$ cat src/rtl/fsk_frame_demod.sv
module fsk_frame_demod #(
  parameter int SR_W        = 128,
  parameter int CNT_W       = 12,
  parameter int CYC_PER_BIT = 16
) (
  input  logic             clk,
  input  logic             rst_n,
  input  logic             clear,
  input  logic             start,
  input  logic [CNT_W-1:0] lo_count,
  input  logic [CNT_W-1:0] hi_count,
  input  logic [CNT_W-1:0] tol,
  input  logic             sample_en,
  input  logic             sub_in,
  output logic [SR_W-1:0]  shreg,
  output logic             frame_valid
);
  localparam int EW       = $clog2(CYC_PER_BIT);
  localparam logic [EW-1:0] LAST_EDGE = EW'(CYC_PER_BIT - 1);
  localparam int SYNC_W   = 23;
  localparam logic [SYNC_W-1:0] SYNC_PAT = 23'h7E0000;
  localparam int HEAD_LSB = 16;
  localparam int TAIL_LSB = SR_W - 24;

  logic [CNT_W-1:0] cfg_lo, cfg_hi, cfg_tol;
  logic [CNT_W-1:0] tick_cnt;
  logic [EW-1:0]    edge_cnt;
  logic             prev_in;
  logic             frozen;

  logic             live, rise, decide, in_lo, in_hi, hit;
  logic [CNT_W-1:0] tick_inc;
  logic [CNT_W:0]   meas_x, meas_p, lo_p, hi_p;
  logic [SR_W-1:0]  nxt_sr;

  assign live     = sample_en && !frozen;
  assign rise     = sub_in && !prev_in;
  assign decide   = live && rise && (edge_cnt == LAST_EDGE);
  assign tick_inc = (&tick_cnt) ? tick_cnt : tick_cnt + 1'b1;

  assign meas_x = {1'b0, tick_inc};
  assign meas_p = meas_x + {1'b0, cfg_tol};
  assign lo_p   = {1'b0, cfg_lo} + {1'b0, cfg_tol};
  assign hi_p   = {1'b0, cfg_hi} + {1'b0, cfg_tol};
  assign in_lo  = (meas_p > {1'b0, cfg_lo}) && (meas_x < lo_p);
  assign in_hi  = (meas_p > {1'b0, cfg_hi}) && (meas_x < hi_p);

  always_comb begin
    if (in_lo)      nxt_sr = {1'b1, shreg[SR_W-1:1]};
    else if (in_hi) nxt_sr = {1'b0, shreg[SR_W-1:1]};
    else            nxt_sr = '0;
  end

  assign hit = decide && (in_lo || in_hi)
            && (nxt_sr[SYNC_W-1:0] == SYNC_PAT)
            && (nxt_sr[HEAD_LSB +: 8] == nxt_sr[TAIL_LSB +: 8]);

  always_ff @(posedge clk or negedge rst_n) begin
    if (!rst_n) begin
      cfg_lo  <= '0;
      cfg_hi  <= '0;
      cfg_tol <= '0;
    end else if (start) begin
      cfg_lo  <= lo_count;
      cfg_hi  <= hi_count;
      cfg_tol <= tol;
    end
  end

  always_ff @(posedge clk or negedge rst_n) begin
    if (!rst_n) begin
      tick_cnt    <= '0;
      edge_cnt    <= '0;
      prev_in     <= 1'b0;
      frozen      <= 1'b0;
      shreg       <= '0;
      frame_valid <= 1'b0;
    end else if (clear) begin
      tick_cnt    <= '0;
      edge_cnt    <= '0;
      prev_in     <= 1'b0;
      frozen      <= 1'b0;
      shreg       <= '0;
      frame_valid <= 1'b0;
    end else begin
      frame_valid <= hit;
      if (hit) frozen <= 1'b1;
      if (live) begin
        prev_in <= sub_in;
        if (decide) begin
          tick_cnt <= '0;
          edge_cnt <= '0;
          shreg    <= nxt_sr;
        end else begin
          tick_cnt <= tick_inc;
          if (rise) edge_cnt <= edge_cnt + 1'b1;
        end
      end
    end
  end
endmodule

$ cat config.mk
export PLATFORM = sky130hd
export DESIGN_NAME = fsk_frame_demod
export DESIGN_NICKNAME = d
export VERILOG_FILES = /design/src/rtl/fsk_frame_demod.sv
export SDC_FILE = /design/constraint.sdc
export NUM_CORES = 1
export LEC_CHECK = 0
export ABC_AREA = 1
export BUFFER_PORTS_ARGS = -buffer_cell sky130_fd_sc_hd__buf_2
export CORE_ASPECT_RATIO = 0.8
export CORE_MARGIN = 2
export CORE_UTILIZATION = 52
export CTS_CLUSTER_DIAMETER = 50
export DETAILED_ROUTE_END_ITERATION = 12
export GPL_ROUTABILITY_DRIVEN = 0
export GPL_TIMING_DRIVEN = 0
export PLACE_DENSITY = 0.75
export SLEW_MARGIN = 40
export SYNTH_ARGS = -nofsm -noshare
export SYNTH_HDL_FRONTEND = slang
export SYNTH_SLANG_ARGS = --single-unit
$ cat constraint.sdc
create_clock -name clk -period 13.8 [get_ports clk]
set_input_delay 1.38 -clock clk [delete_from_list [all_inputs] [get_ports clk]]
set_output_delay 1.38 -clock clk [all_outputs]
set_load 0.01 [all_outputs]
After elaboration in Yosys (flattened, before gate mapping)
Index checks and enable logic that the tools add are counted.

word-level totals
  bits in registers = 183
  bits in latches = 0
  memory bits (writable) = 0
  ROM bits = 0
  input bits = 42
  output and inout bits = 129
  word-level logic and storage cells = 58
  memories kept = 0

cells by class
  $add $sub $neg = 5
  multipliers = 0
  div/mod/pow operators = 0
  order comparisons = 4
  equal/unequal tests = 3
  shift operators = 0
  muxes and demuxes = 18
  bitwise gates (word level) = 0
  reduce and logical (&&, ||, !) cells = 19

operators with widths
  operator               count
  $mux 128               4
  $mux 127               1
  $mux 12                4
  $add 12x12->13         3
  $gt 13x12->1           2
  $lt 12x13->1           2
  $eq 23x23->1 const B   1
  $mux 4                 4
  $add 12x1->12 const B  1
  $reduce_and 12->1      1
  $logic_and 1x1->1      9
  $eq 8x8->1             1
  $reduce_bool 2->1      3
  $mux 1                 5
  $add 4x1->4 const B    1
  $eq 4x4->1 const B     1
  $reduce_and 2->1       2
  $reduce_bool 3->1      1
  $logic_not 1->1        2
  $logic_or 1x1->1       1

Depth between registers and ports, before layout
Gate-level depths: netlist of run 1.

  depth after elaboration = 12
  mapped depth = 34
  gate-level depth less buffers = 33

Worst setup path after synthesis of run 1
OpenSTA, ideal clock, no wires.

  path type = reg2reg
  start point = reg tick_cnt[0]
  end point = reg shreg[100]
  setup time = 133 ps
  arrival = 4544 ps
  required time = 13667 ps
  setup slack = 9123 ps
  stages on the path, launching flop included = 30
  path buffers = 2
  period minus slack after synthesis = 4677 ps
  path through = dfrtp_1 -> ha_1 -> inv_1 -> nor2_4 -> nand3_4 -> inv_1 -> nor3_1 -> a21oi_1 -> ha_1 -> a21o_1 -> nand3_1 -> nand2_1 -> a21oi_1 -> o21ai_0 -> a21oi_1 -> o21ai_0 -> a21oi_1 -> o21bai_1 -> xor2_1 -> ha_1 -> nand3_1 -> or3b_2 -> nor3_1 -> nor2_1 -> nand3_2 -> nand2_4 -> nand2_2 -> buf_2 -> buf_6 -> o22ai_1

on the way
  longest elaborated chain between the ends = 10
  elaborated cells between the ends (all ways) = 15
  classes of those cells = add/sub: 2; order compare: 4; mux: 6; reduce/logical: 3

RTL lines
  element                                             line  source
  start, declared                                     26    logic [CNT_W-1:0] tick_cnt;
  start signal, assigned                              95    tick_cnt <= tick_inc;
  $add 12x1->12 or $reduce_and 12->1 (tied branches)  39    assign tick_inc = (&tick_cnt) ? tick_cnt : tick_cnt + 1'b1;
  $mux 12 *                                           39
  $add 12x12->13                                      42    assign meas_p = meas_x + {1'b0, cfg_tol};
  $gt 13x12->1                                        46    assign in_hi = (meas_p > {1'b0, cfg_hi}) && (meas_x < hi_p);
  $logic_and 1x1->1                                   46
  $mux 127                                            50    else if (in_hi) nxt_sr = {1'b0, shreg[SR_W-1:1]};
  $mux 128 *                                          49    if (in_lo) nxt_sr = {1'b1, shreg[SR_W-1:1]};
  $mux 128 *                                          90    if (decide) begin
  $mux 128 *                                          88    if (live) begin
  $mux 128 *                                          78    end else if (clear) begin
  end signal, assigned                                93    shreg <= nxt_sr;
  end, declared                                       15    output logic [SR_W-1:0] shreg,

Mark *: on every way between the ends. The rest lies on a longest branch, timed or not. The select of a mux whose other input is x is not followed.
A chain may end at the register's enable or synchronous reset.

Worst setup path in the final report of run 1
  start point = reg tick_cnt[1]
  end point = reg shreg[124]

Same word-level chain as after synthesis.

==> results of run 1 <==
kinds of logic (layout without fill, tap and decap cells):
| family | count (synthesis) | in the layout | share of synthesized area, % |
|---|---|---|---|
| AO/OA/AOI/OAI | 244 | 244 | 14.5 |
| XOR/XNOR | 35 | 35 | 3.07 |
| adder cells (fa/ha/maj) | 89 | 89 | 11.4 |
| buffers and inverters | 240 | 443 | 9.81 |
| flip-flops | 183 | 183 | 45.9 |
| multiplexers | 14 | 14 | 1.58 |
| other | 0 | 2 | 0 |
| AND/OR/NAND/NOR | 317 | 317 | 13.7 |
synthesized netlist by cell type, drive strengths merged:
cell    number
or3b         1
mux2        14
a32o         9
a21oi       44
dfrtp      183
a211oi       3
a31oi        6
inv        205
o22ai      106
nand3       38
nand4       10
or2          1
o311ai       2
fa           3
o31ai        1
ha          86
nor4         4
o21bai       4
o21ai       63
a21o         5
xor2        24
nor2        53
buf         15
o41ai        1
nand3b       1
nor3        13
xnor2       11
nand2      196
clkbuf      20
cell type report:
cell class / count / area, um2 / area share [%]
Antenna cell: 2 / 5.00 / 0.0424
Buffer: 35 / 209 / 1.77
Sequential cell: 183 / 4580 / 38.8
Tap cell: 258 / 323 / 2.74
Timing Repair Buffer: 171 / 911 / 7.72
Clock inverter: 14 / 149 / 1.26
Inverter: 205 / 769 / 6.52
Clock buffer: 18 / 429 / 3.64
Multi-Input combinational cell: 699 / 4420 / 37.5
critical path: cells and delay by family (launching register included):
family / cells / cell delay [ps]
DFF: 1 / 440
xor gates and xnor gates: 1 / 170
adders and majority gates: 3 / 870
and+or+nand+nor: 12 / 1700
buffers and inverters: 4 / 810
AOI/OAI and AO/OA: 9 / 1610
routing by layer:
metal	vias up	wire length [um]
met5	-	0
met2	254	10900
met4	0	467
li1	4146	-
met1	3997	11900
met3	33	1450
metrics by stage:
stage / setup WS (ps) / util [%]
after floorplan: 9120 / -
after global placement: 8220 / 58.9
after detailed placement: 8090 / 59.3
after CTS: 8050 / 62.3
after global routing: 7600 / 62.3
final: 8090 / 62.3
power groups by stage:
| stage | clock network (uW) | logic, uW | registers, uW |
|---|---|---|---|
| 2_1_floorplan | 0 | 176 | 565 |
| 3_3_place_gp | 0 | 228 | 572 |
| 3_5_place_dp | 0 | 240 | 572 |
| 4_1_cts | 490 | 241 | 561 |
| 5_1_grt | 513 | 280 | 563 |
| 6_report | 484 | 242 | 562 |
worst min path at each step:
stage	to	depth (start not counted)
after global routing	frozen$_DFFE_PN0P_	2
final	frozen$_DFFE_PN0P_	2
after global placement	frozen$_DFFE_PN0P_	2
after CTS	frozen$_DFFE_PN0P_	2
after detailed placement	frozen$_DFFE_PN0P_	2
after floorplan	frozen$_DFFE_PN0P_	2
registers in the layout, summed over array words and instances, names as in the netlist:
signal,count
frame_valid,1
prev_in,1
shreg,128
cfg_tol,12
edge_cnt,4
cfg_hi,12
tick_cnt,12
frozen,1
cfg_lo,12
==> impl_metrics.py, run 1 <==
metrics = {
    "synth": {
        "syn_area_um2": 9980,
        "synth.yosys.seq_area_share_pct": 45.9,
        "post-synth-top-area-fraction_pct": 45.9,
        "ys_seq_elements": 183,
        "ys_top_cells_by_area": "dfrtp_1 (46%), ha_1 (11%), inv_1 (7.6%)",
        "avgSynthCellArea_um2": 8.89,
        "syn-num-nets": 1253,
        "syn_inst": 1122,
        "synth_cell_type_count": 38,
        "ys_warn_count": 0,
        "synth_top_cell_by_area": "dfrtp_1",
    },
    "critical_path": {
        "crit_start": "tick_cnt[1]$_DFFE_PN0P_",
        "rr_worst_depth": 29,
        "required_ps": 14090,
        "cp.arrival_ps": 6000,
        "r2r_slack_ps": 8090,
        "path_max_fanout": 10,
        "critical_path_class": "reg2reg",
        "worstSetupEndpointType": "flop",
        "critPathMostFrequentCell": "a21oi_1",
        "endpoint": "shreg[124]$_DFFE_PN0P_",
        "rr_startpoint": "tick_cnt[1]$_DFFE_PN0P_",
        "cp_slowest_cell": "or3b_2",
        "cp-start-kind": "flop",
        "slowest_delay_ps": 460,
        "r2r_end": "shreg[124]$_DFFE_PN0P_",
    },
    "cells_and_area": {
        "final_cells": 1585,
        "final_cell_mix": "inv_1 (203), nand2_1 (190), dfrtp_1 (183)",
        "synthToLayoutAreaGrowth_pct": 18.2,
        "drive_gt1_share_pct": 18.5,
        "finish.instance_area_um2": 11800,
        "final_common_cell": "inv_1",
        "nets": 1443,
        "fillers": 1635,
    },
    "timing": {
        "slew_viol_final": 0,
        "fin_crit_ps": 5710,
        "finalSetupViolations": 0,
        "hold_viol": 0,
        "fin_skew_ps": 15.1,
        "fin_tns_setup_ps": 0,
        "max_freq_ghz": 0.175,
        "worst_pin_slew_ps": 809,
        "fin_hold_ws_ps": 486,
        "fin_crit_sh_pct": 41.4,
        "slew_headroom_pct": 45.5,
        "rsz0062_at_grt": "no",
    },
    "cts": {
        "ctsResizeCount": 0,
        "hold_buffers": 0,
        "root_buffer": "clkbuf_16",
        "clockBufferDepth": 2,
        "cts_max_level": 4,
        "numCtsBuffers": 17,
        "cts_tree": "built",
        "clock-sinks": 183,
        "clk_latency_ps": 430,
        "clk_pin_slew_ps": 70,
        "post-cts-setup-buffers": 0,
    },
    "die": {
        "chipWidth_um": 159,
        "ios": 171,
        "die_area_um2": 20300,
        "die_y_um": 128,
        "start_util_pct": 52.7,
        "core_area_um2": 18900,
        "fp-row-count": 45,
    },
    "routing": {
        "viasPerCell": 5.32,
        "wirelength_um": 24700,
        "drtIter0Drc": 580,
        "wl_per_cell_um": 15.6,
        "ant_nets": 0,
        "first_pass_iters": 5,
        "vias": 8430,
        "drc_errors": 0,
    },
    "global_routing": {
        "grt_pass1_wl_um": 41500,
        "grt_overflow": 0,
        "use_met1_pct": 36.0,
        "grt_max_degree": 78,
        "grt_pass1_vias": 8370,
        "grt_use_met2_pct": 39.6,
        "busiest_layer": "met2",
        "track_usage_pct": 25.4,
        "met3_usage_pct": 5.37,
        "antenna_found_initial": 1,
    },
    "placement": {
        "placedCellCount": 1551,
        "portBuffers": 169,
        "place_area_um2": 11200,
        "dp_hpwl_um": 18700,
    },
    "job": {
        "maxCapViolCount": 0,
    },
    "pwr": {
        "leakage_uw": 0.00611,
        "fin_total_pwr_uw": 1290,
        "powerDensity_nw_per_um2": 109,
        "pwr-share-seq_pct": 43.6,
        "power.switching_uw": 403,
        "combPwrFrac_pct": 18.8,
        "p_clk_share_pct": 37.6,
        "swShare_pct": 31.3,
        "p_int_uw": 884,
        "ir_drop_mv": 0.0762,
    },
    "worst_hold_path": {
        "min_from": "frozen$_DFFE_PN0P_",
        "min_path_type": "reg2reg",
    },
    "run_status": {
        "status": "completed",
    },
}
(Power assumes the default switching activity.)
==> run 2: changes to the inputs <==
- CORE_UTILIZATION: 52 -> 51
- PLACE_DENSITY: 0.75 -> 0.76
- clock period: 13.8 -> 4.6 ns (I/O delays scaled with it)
==> run 2 against run 1 <==
The flow now finishes with violations (setup timing); non-clock buffer count grew 48; sequential power increased to 3.0 times the previous value; cell count grew 2.9%; register-to-register slack worse by 8300 ps; critical path type unchanged; critical path depth rose by 2; hold slack got worse by 280 ps; combinational power increased to 3.6 times the previous value; power rose to 3.1 times the previous value.
==> impl_metrics.py, run 2 (synthesis results as in run 1) <==
metrics = {
    "pwr": {
        "leakage_uw": 0.00660,
        "ir_drop_mv": 0.244,
        "swShare_pct": 32.3,
        "power.switching_uw": 1300,
        "p_int_uw": 2730,
        "pwr-share-seq_pct": 41.8,
        "combPwrFrac_pct": 21.7,
        "powerDensity_nw_per_um2": 299,
        "p_clk_share_pct": 36.5,
    },
    "global_routing": {
        "antenna_found_initial": 1,
        "grt_overflow": 0,
        "grt_pass1_vias": 8308,
        "grt_pass1_wl_um": 41400,
        "grt_max_degree": 65,
        "track_usage_pct": 25.2,
    },
    "cells_and_area": {
        "fillers": 1334,
        "final_cell_mix": "inv_1 (200), dfrtp_1 (183), buf_2 (168)",
        "multi_input_area_um2": 5410,
        "nets": 1491,
        "drive_gt1_share_pct": 33.1,
        "layout.area.seq_um2": 4580,
        "synthToLayoutAreaGrowth_pct": 34.9,
        "top_register": "shreg",
        "final_common_cell": "inv_1",
        "largest_reg_flops": 128,
    },
    "timing": {
        "fin_crit_sh_pct": 105,
        "fin_tns_setup_ps": -17900,
        "slew_headroom_pct": 48.5,
        "max_freq_ghz": 0.207,
        "fin_crit_ps": 4830,
        "rsz0062_at_grt": "yes",
        "slew_viol_final": 0,
        "hold_viol": 0,
        "worst_pin_slew_ps": 772,
        "fin_skew_ps": 16.9,
        "fin_ws_ps": -231,
        "finalSetupViolations": 110,
    },
    "cts": {
        "numCtsBuffers": 17,
        "clockBufferDepth": 2,
        "clk_latency_ps": 450,
        "cts_tree": "built",
        "clock-sinks": 183,
        "root_buffer": "clkbuf_16",
        "clk_pin_slew_ps": 80,
        "cts_max_level": 4,
    },
    "routing": {
        "drtIter0Drc": 773,
        "ant_nets": 0,
        "viasPerCell": 5.60,
        "wl_per_cell_um": 18.2,
        "first_pass_iters": 5,
        "wirelength_um": 29600,
        "drc_errors": 0,
        "vias": 9138,
    },
    "critical_path": {
        "cp-start-kind": "flop",
        "required_ps": 4980,
        "slowest_delay_ps": 430,
        "cp_slowest_cell": "or3b_4",
        "worstSetupEndpointType": "flop",
        "critical_path_class": "reg2reg",
        "path_max_fanout": 7,
        "r2r_slack_ps": -230,
        "cp.arrival_ps": 5210,
    },
    "job": {
        "maxCapViolCount": 0,
    },
    "die": {
        "die_area_um2": 20700,
        "fp-row-count": 45,
        "start_util_pct": 52.3,
        "chipWidth_um": 160,
        "core_area_um2": 19100,
        "ios": 171,
        "die_y_um": 129,
    },
    "placement": {
        "dp_hpwl_um": 18800,
        "dp_slack_ps": -853,
        "portBuffers": 169,
    },
    "run_status": {
        "status": "complete, but fails checks",
        "violations": "setup timing",
    },
    "worst_hold_path": {
        "min_path_type": "in2reg",
    },
}
## run 2: critical path: cells and delay by family, from the launching register on
family / cells / cell delay (ps)
AOI/OAI and AO/OA: 6 / 720
xor gates and xnor gates: 2 / 490
adders and majority gates: 3 / 810
buffers and inverters: 2 / 220
DFF: 1 / 390
and+or+nand+nor: 18 / 2120
## run 2: through the flow
stage	hold WS, ps	instance area, um2	utilization [%]	instances	power (uW)
after global routing	222	13500	70.5	1630	4190
after global placement	468	11200	58.4	1549	2400
final	210	13500	70.5	1631	4030
after floorplan	164	9980	-	1122	2220
after detailed placement	428	11200	58.8	1551	2430
after CTS	211	12100	63.3	1605	3910
## run 2: area by class of cell
cell class / instances / area share, %
clock inverters: 14 / 1.15
well taps: 258 / 2.40
plain buffers: 35 / 2.10
repair buffers: 219 / 11.2
flip-flops and latches: 183 / 34.0
diodes: 1 / 0.0186
multi-input cells: 699 / 40.2
clock buffers: 17 / 3.16
inverters: 205 / 5.75
## run 2: path summary, 6_finish.rpt
| path | from | to | cells after the start |
|---|---|---|---|
| max | tick_cnt[1]$_DFFE_PN0P_ | frozen$_DFFE_PN0P_ | 31 |
| min | lo_count[7] | cfg_lo[7]$_DFFE_PN0P_ | 3 |
| max reg2reg | tick_cnt[1]$_DFFE_PN0P_ | frozen$_DFFE_PN0P_ | 31 |
| min reg2reg | frozen$_DFFE_PN0P_ | frozen$_DFFE_PN0P_ | 2 |
| max in group asynchronous | rst_n | shreg[56]$_DFFE_PN0P_ | 4 |
| min in group asynchronous | rst_n | tick_cnt[3]$_DFFE_PN0P_ | 2 |
## run 2: power by group through the flow
stage / sequential [uW] / clock [uW] / combinational, uW
after floorplan: 1690 / 0 / 527
after global placement: 1710 / 0 / 685
after detailed placement: 1710 / 0 / 715
after CTS: 1680 / 1470 / 761
after global routing: 1690 / 1530 / 970
final: 1690 / 1470 / 874
## run 2: routing by layer
| layer | wire length, um | global-route usage (%) | up-vias |
|---|---|---|---|
| met4 | 740 | 7.47 | 0 |
| li1 | - | - | 4232 |
| met2 | 14000 | 39.8 | 409 |
| met1 | 12700 | 35.2 | 4431 |
| met5 | 0 | 0 | - |
| met3 | 2160 | 5.83 | 66 |
## run 2: repair_timing
item / CTS / global route
gates resized for setup: 31 / 200
setup endpoints to repair: 129 / 129
pin swaps: 13 / 24
buffers inserted: 20 / 13
gates cloned: 2 / 12
endpoints found under the hold margin: 59 / 0
hold buffers: 1 / 0
